==> config.mk <==
export PLATFORM = sky130hd
export DESIGN_NAME = insn_decoder
export DESIGN_NICKNAME = d
export VERILOG_FILES = /design/src/rtl/insn_decoder_pkg.sv /design/src/rtl/insn_fields.sv /design/src/rtl/insn_ctrl.sv /design/src/rtl/insn_immgen.sv /design/src/rtl/insn_dstsel.sv /design/src/rtl/insn_decoder.sv
export SDC_FILE = /design/constraint.sdc
export NUM_CORES = 1
export LEC_CHECK = 0
export CORE_MARGIN = 5
export CORE_UTILIZATION = 25
export DETAILED_ROUTE_END_ITERATION = 8
export GPL_ROUTABILITY_DRIVEN = 0
export PLACE_DENSITY_LB_ADDON = 0.05
export SLEW_MARGIN = 30
export SYNTH_ARGS = -nofsm -noshare
export SYNTH_HDL_FRONTEND = slang
export SYNTH_HIERARCHICAL = 1
export SYNTH_SLANG_ARGS = --single-unit
==> constraint.sdc <==
create_clock -name vclk -period 4.3
set_input_delay 0.43 -clock vclk [all_inputs]
set_output_delay 0.43 -clock vclk [all_outputs]
set_load 0.02 [all_outputs]
==> src/rtl/insn_decoder_pkg.sv <==
package insn_decoder_pkg;

  localparam int XLEN     = 32;
  localparam int OP_W     = 6;
  localparam int REG_W    = 5;
  localparam int FN_W     = 6;
  localparam int IMM_W    = 16;
  localparam int TGT_W    = 26;
  localparam int OP_LSB   = XLEN - OP_W;
  localparam int RS_LSB   = OP_LSB - REG_W;
  localparam int RT_LSB   = RS_LSB - REG_W;
  localparam int RD_LSB   = RT_LSB - REG_W;
  localparam int SH_LSB   = RD_LSB - REG_W;

  // major opcodes
  localparam logic [OP_W-1:0] OPC_REG   = 6'h00;
  localparam logic [OP_W-1:0] OPC_J     = 6'h02;
  localparam logic [OP_W-1:0] OPC_JAL   = 6'h03;
  localparam logic [OP_W-1:0] OPC_BEQ   = 6'h04;
  localparam logic [OP_W-1:0] OPC_BNE   = 6'h05;
  localparam logic [OP_W-1:0] OPC_ADDI  = 6'h08;
  localparam logic [OP_W-1:0] OPC_ADDIU = 6'h09;
  localparam logic [OP_W-1:0] OPC_SLTI  = 6'h0A;
  localparam logic [OP_W-1:0] OPC_SLTIU = 6'h0B;
  localparam logic [OP_W-1:0] OPC_ANDI  = 6'h0C;
  localparam logic [OP_W-1:0] OPC_ORI   = 6'h0D;
  localparam logic [OP_W-1:0] OPC_XORI  = 6'h0E;
  localparam logic [OP_W-1:0] OPC_LUI   = 6'h0F;
  localparam logic [OP_W-1:0] OPC_LW    = 6'h23;
  localparam logic [OP_W-1:0] OPC_SW    = 6'h2B;

  // register-format function codes
  localparam logic [FN_W-1:0] FN_SLL  = 6'h00;
  localparam logic [FN_W-1:0] FN_SRL  = 6'h02;
  localparam logic [FN_W-1:0] FN_SRA  = 6'h03;
  localparam logic [FN_W-1:0] FN_SLLV = 6'h04;
  localparam logic [FN_W-1:0] FN_SRLV = 6'h06;
  localparam logic [FN_W-1:0] FN_SRAV = 6'h07;
  localparam logic [FN_W-1:0] FN_JR   = 6'h08;
  localparam logic [FN_W-1:0] FN_JALR = 6'h09;
  localparam logic [FN_W-1:0] FN_ADD  = 6'h20;
  localparam logic [FN_W-1:0] FN_ADDU = 6'h21;
  localparam logic [FN_W-1:0] FN_SUB  = 6'h22;
  localparam logic [FN_W-1:0] FN_SUBU = 6'h23;
  localparam logic [FN_W-1:0] FN_AND  = 6'h24;
  localparam logic [FN_W-1:0] FN_OR   = 6'h25;
  localparam logic [FN_W-1:0] FN_XOR  = 6'h26;
  localparam logic [FN_W-1:0] FN_NOR  = 6'h27;
  localparam logic [FN_W-1:0] FN_SLT  = 6'h2A;
  localparam logic [FN_W-1:0] FN_SLTU = 6'h2B;

  typedef enum logic [3:0] {
    ALU_ADD  = 4'd0,  ALU_SUB  = 4'd1,  ALU_AND  = 4'd2,  ALU_OR   = 4'd3,
    ALU_XOR  = 4'd4,  ALU_NOR  = 4'd5,  ALU_SLT  = 4'd6,  ALU_SLTU = 4'd7,
    ALU_SLL  = 4'd8,  ALU_SRL  = 4'd9,  ALU_SRA  = 4'd10, ALU_LUI  = 4'd11,
    ALU_ADDU = 4'd12, ALU_SUBU = 4'd13, ALU_NONE = 4'd15
  } alu_op_e;

  typedef enum logic [1:0] {FMT_R = 2'd0, FMT_I = 2'd1, FMT_J = 2'd2, FMT_BAD = 2'd3} fmt_e;
  typedef enum logic [1:0] {EXT_SIGN = 2'd0, EXT_ZERO = 2'd1, EXT_UPPER = 2'd2} ext_e;
  typedef enum logic [1:0] {DST_NONE = 2'd0, DST_RD = 2'd1, DST_RT = 2'd2, DST_LINK = 2'd3} dst_e;

  typedef struct packed {
    fmt_e    fmt;
    dst_e    dst;
    alu_op_e alu;
    logic    src_imm;
    ext_e    ext;
    logic    mem_rd;
    logic    mem_wr;
    logic    br_eq;
    logic    br_ne;
    logic    jmp_abs;
    logic    jmp_reg;
    logic    link;
    logic    shift_var;
    logic    illegal;
  } ctrl_t;

  function automatic logic [XLEN-1:0] widen_imm(input logic [IMM_W-1:0] raw, input ext_e mode);
    logic [XLEN-1:0] r;
    case (mode)
      EXT_ZERO:  r = {{(XLEN-IMM_W){1'b0}}, raw};
      EXT_UPPER: r = {raw, {(XLEN-IMM_W){1'b0}}};
      default:   r = {{(XLEN-IMM_W){raw[IMM_W-1]}}, raw};
    endcase
    return r;
  endfunction

  function automatic ctrl_t ctrl_idle();
    ctrl_t c;
    c.fmt = FMT_R;   c.dst = DST_NONE; c.alu = ALU_NONE; c.src_imm = 1'b0;
    c.ext = EXT_SIGN; c.mem_rd = 1'b0; c.mem_wr = 1'b0; c.br_eq = 1'b0;
    c.br_ne = 1'b0;  c.jmp_abs = 1'b0; c.jmp_reg = 1'b0; c.link = 1'b0;
    c.shift_var = 1'b0; c.illegal = 1'b0;
    return c;
  endfunction

endpackage

==> src/rtl/insn_fields.sv <==
module insn_fields
  import insn_decoder_pkg::*;
(
  input  logic [XLEN-1:0]  word,
  output logic [OP_W-1:0]  f_op,
  output logic [REG_W-1:0] f_rs,
  output logic [REG_W-1:0] f_rt,
  output logic [REG_W-1:0] f_rd,
  output logic [REG_W-1:0] f_sh,
  output logic [FN_W-1:0]  f_fn,
  output logic [IMM_W-1:0] f_imm,
  output logic [TGT_W-1:0] f_tgt
);
  assign f_op  = word[OP_LSB +: OP_W];
  assign f_rs  = word[RS_LSB +: REG_W];
  assign f_rt  = word[RT_LSB +: REG_W];
  assign f_rd  = word[RD_LSB +: REG_W];
  assign f_sh  = word[SH_LSB +: REG_W];
  assign f_fn  = word[0 +: FN_W];
  assign f_imm = word[0 +: IMM_W];
  assign f_tgt = word[0 +: TGT_W];
endmodule

==> src/rtl/insn_ctrl.sv <==
module insn_ctrl
  import insn_decoder_pkg::*;
(
  input  logic [OP_W-1:0] op,
  input  logic [FN_W-1:0] fn,
  output ctrl_t           ctl
);
  ctrl_t reg_c;
  ctrl_t imm_c;

  // register-format decode
  always_comb begin
    reg_c     = ctrl_idle();
    reg_c.fmt = FMT_R;
    reg_c.dst = DST_RD;
    case (fn)
      FN_ADD:  reg_c.alu = ALU_ADD;
      FN_ADDU: reg_c.alu = ALU_ADDU;
      FN_SUB:  reg_c.alu = ALU_SUB;
      FN_SUBU: reg_c.alu = ALU_SUBU;
      FN_AND:  reg_c.alu = ALU_AND;
      FN_OR:   reg_c.alu = ALU_OR;
      FN_XOR:  reg_c.alu = ALU_XOR;
      FN_NOR:  reg_c.alu = ALU_NOR;
      FN_SLT:  reg_c.alu = ALU_SLT;
      FN_SLTU: reg_c.alu = ALU_SLTU;
      FN_SLL:  reg_c.alu = ALU_SLL;
      FN_SRL:  reg_c.alu = ALU_SRL;
      FN_SRA:  reg_c.alu = ALU_SRA;
      FN_SLLV: begin reg_c.alu = ALU_SLL; reg_c.shift_var = 1'b1; end
      FN_SRLV: begin reg_c.alu = ALU_SRL; reg_c.shift_var = 1'b1; end
      FN_SRAV: begin reg_c.alu = ALU_SRA; reg_c.shift_var = 1'b1; end
      FN_JR:   begin reg_c.dst = DST_NONE; reg_c.jmp_reg = 1'b1; end
      FN_JALR: begin reg_c.jmp_reg = 1'b1; reg_c.link = 1'b1; end
      default: begin reg_c.dst = DST_NONE; reg_c.illegal = 1'b1; end
    endcase
  end

  // immediate and jump format decode
  always_comb begin
    imm_c         = ctrl_idle();
    imm_c.fmt     = FMT_I;
    imm_c.dst     = DST_RT;
    imm_c.src_imm = 1'b1;
    case (op)
      OPC_ADDI:  imm_c.alu = ALU_ADD;
      OPC_ADDIU: imm_c.alu = ALU_ADDU;
      OPC_SLTI:  imm_c.alu = ALU_SLT;
      OPC_SLTIU: imm_c.alu = ALU_SLTU;
      OPC_ANDI:  begin imm_c.alu = ALU_AND; imm_c.ext = EXT_ZERO; end
      OPC_ORI:   begin imm_c.alu = ALU_OR;  imm_c.ext = EXT_ZERO; end
      OPC_XORI:  begin imm_c.alu = ALU_XOR; imm_c.ext = EXT_ZERO; end
      OPC_LUI:   begin imm_c.alu = ALU_LUI; imm_c.ext = EXT_UPPER; end
      OPC_LW:    begin imm_c.alu = ALU_ADD; imm_c.mem_rd = 1'b1; end
      OPC_SW:    begin imm_c.alu = ALU_ADD; imm_c.mem_wr = 1'b1; imm_c.dst = DST_NONE; end
      OPC_BEQ:   begin imm_c.alu = ALU_SUB; imm_c.br_eq = 1'b1; imm_c.dst = DST_NONE; imm_c.src_imm = 1'b0; end
      OPC_BNE:   begin imm_c.alu = ALU_SUB; imm_c.br_ne = 1'b1; imm_c.dst = DST_NONE; imm_c.src_imm = 1'b0; end
      OPC_J: begin
        imm_c.fmt = FMT_J; imm_c.dst = DST_NONE; imm_c.src_imm = 1'b0; imm_c.jmp_abs = 1'b1;
      end
      OPC_JAL: begin
        imm_c.fmt = FMT_J; imm_c.dst = DST_LINK; imm_c.src_imm = 1'b0;
        imm_c.jmp_abs = 1'b1; imm_c.link = 1'b1;
      end
      default: begin
        imm_c = ctrl_idle();
        imm_c.fmt = FMT_BAD;
        imm_c.illegal = 1'b1;
      end
    endcase
  end

  assign ctl = (op == OPC_REG) ? reg_c : imm_c;
endmodule

==> src/rtl/insn_immgen.sv <==
module insn_immgen
  import insn_decoder_pkg::*;
(
  input  logic [IMM_W-1:0] raw,
  input  ext_e             mode,
  output logic [XLEN-1:0]  value,
  output logic             is_signed
);
  assign value     = widen_imm(raw, mode);
  assign is_signed = (mode == EXT_SIGN);
endmodule

==> src/rtl/insn_dstsel.sv <==
module insn_dstsel
  import insn_decoder_pkg::*;
#(
  parameter int LINK_REG = 31
) (
  input  dst_e             sel,
  input  logic [REG_W-1:0] rd,
  input  logic [REG_W-1:0] rt,
  output logic [REG_W-1:0] idx,
  output logic             we
);
  localparam logic [REG_W-1:0] LINK_IDX = REG_W'(LINK_REG);
  always_comb begin
    case (sel)
      DST_RD:   idx = rd;
      DST_RT:   idx = rt;
      DST_LINK: idx = LINK_IDX;
      default:  idx = '0;
    endcase
  end
  assign we = (sel != DST_NONE);
endmodule

==> src/rtl/insn_decoder.sv <==
module insn_decoder
  import insn_decoder_pkg::*;
#(
  parameter int LINK_REG = 31
) (
  input  logic [31:0] insn,
  output logic [5:0]  opcode,
  output logic [4:0]  rs_idx,
  output logic [4:0]  rt_idx,
  output logic [4:0]  rd_idx,
  output logic [4:0]  shamt,
  output logic [5:0]  funct,
  output logic [15:0] imm16,
  output logic [25:0] target,
  output logic [1:0]  fmt,
  output logic [4:0]  wr_idx,
  output logic        reg_we,
  output logic [3:0]  alu_op,
  output logic        alu_imm,
  output logic        imm_sext,
  output logic [31:0] imm_ext,
  output logic        mem_rd,
  output logic        mem_wr,
  output logic        br_eq,
  output logic        br_ne,
  output logic        jmp_abs,
  output logic        jmp_reg,
  output logic        link,
  output logic        shift_var,
  output logic        illegal
);
  ctrl_t ctl;

  insn_fields u_fields (
    .word(insn), .f_op(opcode), .f_rs(rs_idx), .f_rt(rt_idx), .f_rd(rd_idx),
    .f_sh(shamt), .f_fn(funct), .f_imm(imm16), .f_tgt(target)
  );

  insn_ctrl u_ctrl (.op(opcode), .fn(funct), .ctl(ctl));

  insn_immgen u_imm (.raw(imm16), .mode(ctl.ext), .value(imm_ext), .is_signed(imm_sext));

  insn_dstsel #(.LINK_REG(LINK_REG)) u_dst (
    .sel(ctl.dst), .rd(rd_idx), .rt(rt_idx), .idx(wr_idx), .we(reg_we)
  );

  assign fmt       = ctl.fmt;
  assign alu_op    = ctl.alu;
  assign alu_imm   = ctl.src_imm;
  assign mem_rd    = ctl.mem_rd;
  assign mem_wr    = ctl.mem_wr;
  assign br_eq     = ctl.br_eq;
  assign br_ne     = ctl.br_ne;
  assign jmp_abs   = ctl.jmp_abs;
  assign jmp_reg   = ctl.jmp_reg;
  assign link      = ctl.link;
  assign shift_var = ctl.shift_var;
  assign illegal   = ctl.illegal;
endmodule

==> results of run 1 <==
## metal layers
layer | share of wire, % | global-route usage (%)
met2 | 47 | 22.07
met4 | 0 | 0
met1 | 43 | 16.16
met5 | 0 | 0
met3 | 9.9 | 3.673
## report_power, final
part | switching, mW | internal, mW | leakage [nW]
Sequential | 0 | 0 | 0
Combinational | 0.159 | 0.150 | 1.03
Clock | 0 | 0 | 0
Total | 0.159 | 0.150 | 1.03
## worst paths after layout
path     start          to  slack (ns)  cells after the start
min   insn[25]   rs_idx[4]        0.86                      0
max   insn[30]  imm_ext[4]        0.73                      7
## stage by stage
stage | std cells | utilization (%)
final | 381 | 40.82
after CTS | 381 | 40.82
after global placement | 381 | 40.82
after floorplan | 239 | -
after global routing | 381 | 40.82
after detailed placement | 381 | 40.82
## synth_stat cells, types with 2 or more instances
master / count
sky130_fd_sc_hd__nand2_1: 10
sky130_fd_sc_hd__clkbuf_1: 5
sky130_fd_sc_hd__a21o_1: 18
sky130_fd_sc_hd__o22ai_1: 2
sky130_fd_sc_hd__o211ai_1: 2
sky130_fd_sc_hd__a21oi_1: 17
sky130_fd_sc_hd__a211o_1: 2
sky130_fd_sc_hd__nor2b_1: 3
sky130_fd_sc_hd__inv_1: 8
sky130_fd_sc_hd__nor4b_1: 2
sky130_fd_sc_hd__and2_1: 18
sky130_fd_sc_hd__buf_2: 7
sky130_fd_sc_hd__ha_1: 3
sky130_fd_sc_hd__and2_4: 2
sky130_fd_sc_hd__nor3_1: 4
sky130_fd_sc_hd__a31oi_1: 3
sky130_fd_sc_hd__nor3b_1: 2
sky130_fd_sc_hd__buf_4: 74
sky130_fd_sc_hd__buf_6: 5
sky130_fd_sc_hd__nand3_1: 3
sky130_fd_sc_hd__nand2b_1: 9
sky130_fd_sc_hd__xnor2_1: 2
sky130_fd_sc_hd__nor2_1: 18
## final cells by class
class	count	area (um2)
Fill cell	648	3715
Timing Repair Buffer	156	1536
Multi-Input combinational cell	140	899.6
Tap cell	77	96.34
Inverter	8	30.03
## cells by family after synthesis
logic type / synth area share [%]
muxes: 0.6275
adders and majority gates: 2.353
AOI/OAI and AO/OA: 23.29
buffers and inverters: 43.61
and+or+nand+nor: 29.02
xor gates and xnor gates: 1.098
==> metrics.txt, run 1 <==
# TYPE chip_impl_metric gauge
chip_impl_info{name="cell_chain_of_the_critical_path",value="clkdlybuf4s50_1 > nor4b_1 > inv_1 > ha_1 > nand2b_1 > and2_1 > clkdlybuf4s50_1"} 1
chip_impl_metric{name="critical_path_buf_inv_count",unit=""} 3
chip_impl_metric{name="cts_hold_buf",unit=""} 0
chip_impl_metric{name="tightestPinTransition",unit="ns"} 0.7332
chip_impl_info{name="hold_path_class",value="primary input to primary output"} 1
chip_impl_info{name="final_cell_mix",value="sky130_fd_sc_hd__clkdlybuf4s50_1 (146), sky130_fd_sc_hd__nor2_1 (18), sky130_fd_sc_hd__a21o_1 (18), sky130_fd_sc_hd__and2_1 (18), sky130_fd_sc_hd__a21oi_1 (17)"} 1
chip_impl_metric{name="number_of_flip_flops_and_latches",unit=""} 0
chip_impl_metric{name="clock_buffers",unit=""} 0
chip_impl_metric{name="maxCapViolCount",unit=""} 0
chip_impl_info{name="worst-setup-path-type",value="primary input to primary output"} 1
chip_impl_metric{name="drt-vias-per-instance",unit=""} 4.546
chip_impl_metric{name="final_routed_wirelength",unit="um"} 5716
chip_impl_metric{name="core_area",unit="um2"} 6277
chip_impl_metric{name="fin_crit_sh",unit="%"} 83.06
chip_impl_metric{name="portBuffers",unit=""} 146
chip_impl_metric{name="insertedDiodeCount",unit=""} 0
chip_impl_info{name="netlist_top_cells_area",value="sky130_fd_sc_hd__buf_4 (35%), sky130_fd_sc_hd__a21o_1 (8.5%), sky130_fd_sc_hd__and2_1 (7.1%)"} 1
chip_impl_info{name="critical_path.startpoint_type",value="primary input"} 1
chip_impl_metric{name="whs",unit="ns"} 0.8600
chip_impl_metric{name="cts_setup_buffers",unit=""} 0
chip_impl_metric{name="yosysSeqAreaShare",unit="%"} 0
chip_impl_metric{name="largest_net_degree_at_the_start_of_global_routing",unit=""} 18
chip_impl_info{name="commonest_non_fill_non_tap_cell_in_the_layout",value="sky130_fd_sc_hd__clkdlybuf4s50_1"} 1
chip_impl_metric{name="final_hold_viol_count",unit=""} 0
chip_impl_metric{name="synth-warning-count",unit=""} 6
chip_impl_metric{name="crit_path_max_incr_delay",unit="ns"} 0.61
chip_impl_metric{name="final_cell_area",unit="um2"} 2562
chip_impl_metric{name="powerDensity",unit="nW/um2"} 120.7
chip_impl_metric{name="final_layout_size_suffix_gt1_share",unit="%"} 5.263
chip_impl_metric{name="dieWidth",unit="um"} 89.88
chip_impl_metric{name="drc_errors",unit=""} 0
chip_impl_metric{name="final_worst_path_period_need",unit="ns"} 3.571
chip_impl_metric{name="post_cts.resized_instances",unit=""} 0
chip_impl_metric{name="crit_path_dat",unit="ns"} 3.14
chip_impl_metric{name="preCtsSetupSlack",unit="ns"} 0.6461
chip_impl_metric{name="static-leakage-power",unit="nW"} 1.029
chip_impl_metric{name="remaining_overflow_grt",unit=""} 0
chip_impl_metric{name="detailed_place.area",unit="um2"} 2562
chip_impl_metric{name="final.setup.worst_slack",unit="ns"} 0.7286
chip_impl_metric{name="synth.distinct_cells",unit=""} 43
chip_impl_info{name="worst_path_dominant_cell_family",value="buffers and inverters"} 1
chip_impl_info{name="outcome",value="completed"} 1
chip_impl_metric{name="antenna_found_initial",unit=""} 0
chip_impl_metric{name="max-vdd-ir-drop",unit="mV"} 0.06084
chip_impl_metric{name="ios",unit=""} 161
chip_impl_metric{name="synth_top_area_share",unit="%"} 34.82
chip_impl_metric{name="chipHeight",unit="um"} 89.88
chip_impl_metric{name="synthToLayoutAreaGrowth",unit="%"} 60.63
chip_impl_metric{name="route.detailed.wl_per_inst",unit="um"} 15.00
chip_impl_metric{name="cell_row_count",unit=""} 29
chip_impl_metric{name="antenna_left",unit=""} 0
chip_impl_metric{name="fin_total_pwr",unit="mW"} 0.3093
chip_impl_metric{name="setup_tns",unit="ns"} 0
chip_impl_metric{name="ff_latch_area",unit="um2"} 0
chip_impl_metric{name="worst_slew_margin_rel",unit="%"} 51.12
chip_impl_metric{name="avgSynthCellArea",unit="um2"} 6.675
chip_impl_metric{name="number_of_global_route_vias_before_repair",unit=""} 1603
chip_impl_metric{name="finalNetCount",unit=""} 341
chip_impl_metric{name="hpwlAfterDp",unit="um"} 4706
chip_impl_metric{name="synthesis.instances",unit=""} 239
chip_impl_info{name="timing.critical_path.to_type",value="primary output"} 1
chip_impl_info{name="synth_largest_area_cell",value="sky130_fd_sc_hd__buf_4"} 1
chip_impl_metric{name="route.vias.total",unit=""} 1732
chip_impl_metric{name="global_route.usage.total",unit="%"} 12.57
chip_impl_metric{name="number_of_iterations_in_the_first_detailed_routing_pass",unit=""} 4
chip_impl_metric{name="achievable-frequency",unit="MHz"} 280.0
chip_impl_info{name="timing.critical_path.mode_cell",value="sky130_fd_sc_hd__clkdlybuf4s50_1"} 1
chip_impl_metric{name="floorplan.die_area",unit="um2"} 8078
chip_impl_metric{name="crit_fanout",unit=""} 16
chip_impl_metric{name="setup_viol",unit=""} 0
chip_impl_metric{name="mappedNetlistNets",unit=""} 274
chip_impl_metric{name="maxSlewViolCount",unit=""} 0
chip_impl_metric{name="netlist_area",unit="um2"} 1595
chip_impl_metric{name="floorplan.initialDensity",unit="%"} 25.41
chip_impl_info{name="unrepaired_setup_endpoints_after_global_routing",value="no"} 1
chip_impl_metric{name="drt_iter0_drc",unit=""} 75
chip_impl_metric{name="cp_data_required_time",unit="ns"} 3.87
chip_impl_info{name="cpMaxStageDelayCell",value="sky130_fd_sc_hd__clkdlybuf4s50_1"} 1
chip_impl_metric{name="grt_first_pass_wirelength",unit="um"} 8818
(Power assumes the default switching activity.)
==> inputs of run 2 (changes only) <==
Clock period 4.3 ns to 3 ns, I/O delays scaled along.
==> run 2 against run 1 <==
Against the previous run:
- non-clock buffer count up 10
- worst hold slack worse by 0.26 ns
- core utilization up 1.1 points
- flip-flop and latch count unchanged
- power up 40%
- final area up 2.7%
- clock-buffer cell count unchanged
- combinational power up 40%
- first-iteration DRC count down 6.7%
- wire length up 4.2%
- critical path type unchanged
==> metrics.txt, run 2 (synthesized netlist as in run 1, its figures left out) <==
# TYPE chip_impl_metric gauge
chip_impl_metric{name="final_routed_wirelength",unit="um"} 5958
chip_impl_metric{name="global_route.usage.total",unit="%"} 13.59
chip_impl_info{name="final_cell_mix",value="sky130_fd_sc_hd__clkdlybuf4s50_1 (114), sky130_fd_sc_hd__dlygate4sd2_1 (31), sky130_fd_sc_hd__buf_4 (19)"} 1
chip_impl_metric{name="number_of_iterations_in_the_first_detailed_routing_pass",unit=""} 4
chip_impl_metric{name="postLayoutCoreUtil",unit="%"} 41.94
chip_impl_metric{name="maxSlewViolCount",unit=""} 0
chip_impl_metric{name="drc_errors",unit=""} 0
chip_impl_info{name="outcome",value="completed"} 1
chip_impl_metric{name="cts_hold_buf",unit=""} 0
chip_impl_metric{name="clock_buffers",unit=""} 0
chip_impl_metric{name="core_area",unit="um2"} 6277
chip_impl_metric{name="crit_fanout",unit=""} 16
chip_impl_metric{name="maxCapViolCount",unit=""} 0
chip_impl_metric{name="final_layout_size_suffix_gt1_share",unit="%"} 8.889
chip_impl_metric{name="tightestPinTransition",unit="ns"} 0.4012
chip_impl_metric{name="grt_first_pass_wirelength",unit="um"} 9508
chip_impl_metric{name="fin_crit_sh",unit="%"} 95.02
chip_impl_info{name="critical_path.startpoint_type",value="primary input"} 1
chip_impl_info{name="timing.critical_path.to_type",value="primary output"} 1
chip_impl_metric{name="ios",unit=""} 161
chip_impl_metric{name="switchingPower",unit="mW"} 0.2311
chip_impl_metric{name="antenna_left",unit=""} 0
chip_impl_metric{name="antenna_found_initial",unit=""} 1
chip_impl_metric{name="static-leakage-power",unit="nW"} 1.146
chip_impl_metric{name="setup_tns",unit="ns"} 0
chip_impl_metric{name="switching_share",unit="%"} 53.21
chip_impl_metric{name="synthToLayoutAreaGrowth",unit="%"} 65.02
chip_impl_info{name="worst-setup-path-type",value="primary input to primary output"} 1
chip_impl_metric{name="route.detailed.wl_per_inst",unit="um"} 15.16
chip_impl_metric{name="floorplan.die_area",unit="um2"} 8078
chip_impl_metric{name="seqPwrFrac",unit="%"} 0
chip_impl_metric{name="hpwlAfterDp",unit="um"} 4767
chip_impl_info{name="unrepaired_setup_endpoints_after_global_routing",value="no"} 1
chip_impl_metric{name="worst_slew_margin_rel",unit="%"} 73.17
chip_impl_metric{name="cp_data_required_time",unit="ns"} 2.70
chip_impl_metric{name="number_of_flip_flops_and_latches",unit=""} 0
chip_impl_metric{name="achievable-frequency",unit="MHz"} 350.8
chip_impl_metric{name="powerDensity",unit="nW/um2"} 165.0
chip_impl_metric{name="number_of_global_route_vias_before_repair",unit=""} 1741
chip_impl_metric{name="chipHeight",unit="um"} 89.88
chip_impl_metric{name="final_hold_viol_count",unit=""} 0
chip_impl_metric{name="internal_power",unit="mW"} 0.2032
chip_impl_metric{name="portBuffers",unit=""} 146
chip_impl_metric{name="final.setup.worst_slack",unit="ns"} 0.1495
chip_impl_metric{name="drt_iter0_drc",unit=""} 70
chip_impl_metric{name="crit_path_dat",unit="ns"} 2.55
chip_impl_metric{name="finalNetCount",unit=""} 352
chip_impl_metric{name="remaining_overflow_grt",unit=""} 0
chip_impl_metric{name="largest_net_degree_at_the_start_of_global_routing",unit=""} 18
chip_impl_info{name="hold_path_class",value="primary input to primary output"} 1
chip_impl_metric{name="floorplan.initialDensity",unit="%"} 25.41
chip_impl_metric{name="ff_latch_area",unit="um2"} 0
chip_impl_metric{name="power_share_of_the_clock_group",unit="%"} 0
chip_impl_metric{name="max-vdd-ir-drop",unit="mV"} 0.08465
chip_impl_metric{name="final_worst_path_period_need",unit="ns"} 2.850
chip_impl_metric{name="route.vias.total",unit=""} 1749
chip_impl_info{name="commonest_non_fill_non_tap_cell_in_the_layout",value="sky130_fd_sc_hd__clkdlybuf4s50_1"} 1
chip_impl_metric{name="setup_viol",unit=""} 0
chip_impl_metric{name="pwr-share-comb",unit="%"} 100.0
chip_impl_metric{name="drt-vias-per-instance",unit=""} 4.450
chip_impl_metric{name="preCtsSetupSlack",unit="ns"} -0.1262
chip_impl_metric{name="cell_row_count",unit=""} 29
chip_impl_metric{name="fill_cells",unit=""} 658
chip_impl_metric{name="dieWidth",unit="um"} 89.88
run 2: cell count changes in the layout (fill, tap and decap cells not counted):
| cell | before | now |
|---|---|---|
| sky130_fd_sc_hd__nor4_2 | 0 | 1 |
| sky130_fd_sc_hd__clkdlybuf4s50_1 | 146 | 114 |
| sky130_fd_sc_hd__nor4_1 | 1 | 0 |
| sky130_fd_sc_hd__buf_4 | 10 | 19 |
| sky130_fd_sc_hd__buf_12 | 0 | 1 |
| sky130_fd_sc_hd__dlymetal6s2s_1 | 0 | 1 |
| sky130_fd_sc_hd__diode_2 | 0 | 1 |
| sky130_fd_sc_hd__and2b_4 | 1 | 2 |
| sky130_fd_sc_hd__dlygate4sd2_1 | 0 | 31 |
run 2: metal layers:
metal	global-route usage [%]	up-vias	routed length [um]
met5	0	-	0
met4	1.241	0	68
met3	3.422	4	516
met2	22.44	94	2623
met1	18.47	767	2751
li1	-	884	-
run 2: power by group through the flow:
stage               sequential [mW]     clock, mW  combinational (mW)
finish                            0  0.0000000446               0.434
global route                      0  0.0000000446               0.464
CTS                               0             0               0.440
detailed placement                0             0               0.456
global placement                  0             0               0.458
floorplan                         0             0               0.302
run 2: metrics by stage:
stage | hold WS (ns) | instances | power, mW | cell area (um2)
floorplan | 0.7126 | 239 | 0.3022 | 1595
global placement | 0.6002 | 391 | 0.4581 | 2650
detailed placement | 0.6002 | 391 | 0.4556 | 2650
CTS | 0.6002 | 392 | 0.4400 | 2628
global route | 0.6000 | 393 | 0.4640 | 2633
finish | 0.6000 | 393 | 0.4343 | 2633
run 2: critical path, stage by stage:
cell and delay [ns]:
sky130_fd_sc_hd__clkdlybuf4s50_1 0.47, sky130_fd_sc_hd__buf_4 0.22, sky130_fd_sc_hd__nor4_4 0.34, sky130_fd_sc_hd__and2_4 0.24, sky130_fd_sc_hd__o211ai_2 0.09, sky130_fd_sc_hd__o32a_1 0.34, sky130_fd_sc_hd__clkdlybuf4s50_1 0.54
run 2: repair_timing:
action	in CTS	in global routing
setup buffers	0	0
gates resized for setup	34	1
setup endpoints to repair	31	5
cloned	1	0
run 2: layout make-up:
type | count | area [um2] | area share [%]
Tap cell | 77 | 96.34 | 3.660
Multi-Input combinational cell | 141 | 915.9 | 34.79
Timing Repair Buffer | 166 | 1588 | 60.31
Inverter | 8 | 30.03 | 1.141
Antenna cell | 1 | 2.502 | 0.09506
run 2: path summary, 6_finish.rpt:
kind                      from        end  slack, ns  depth (start not counted)
worst min-delay path  insn[25]  rs_idx[4]       0.60                          0
worst max-delay path  insn[31]  alu_op[1]       0.15                          7
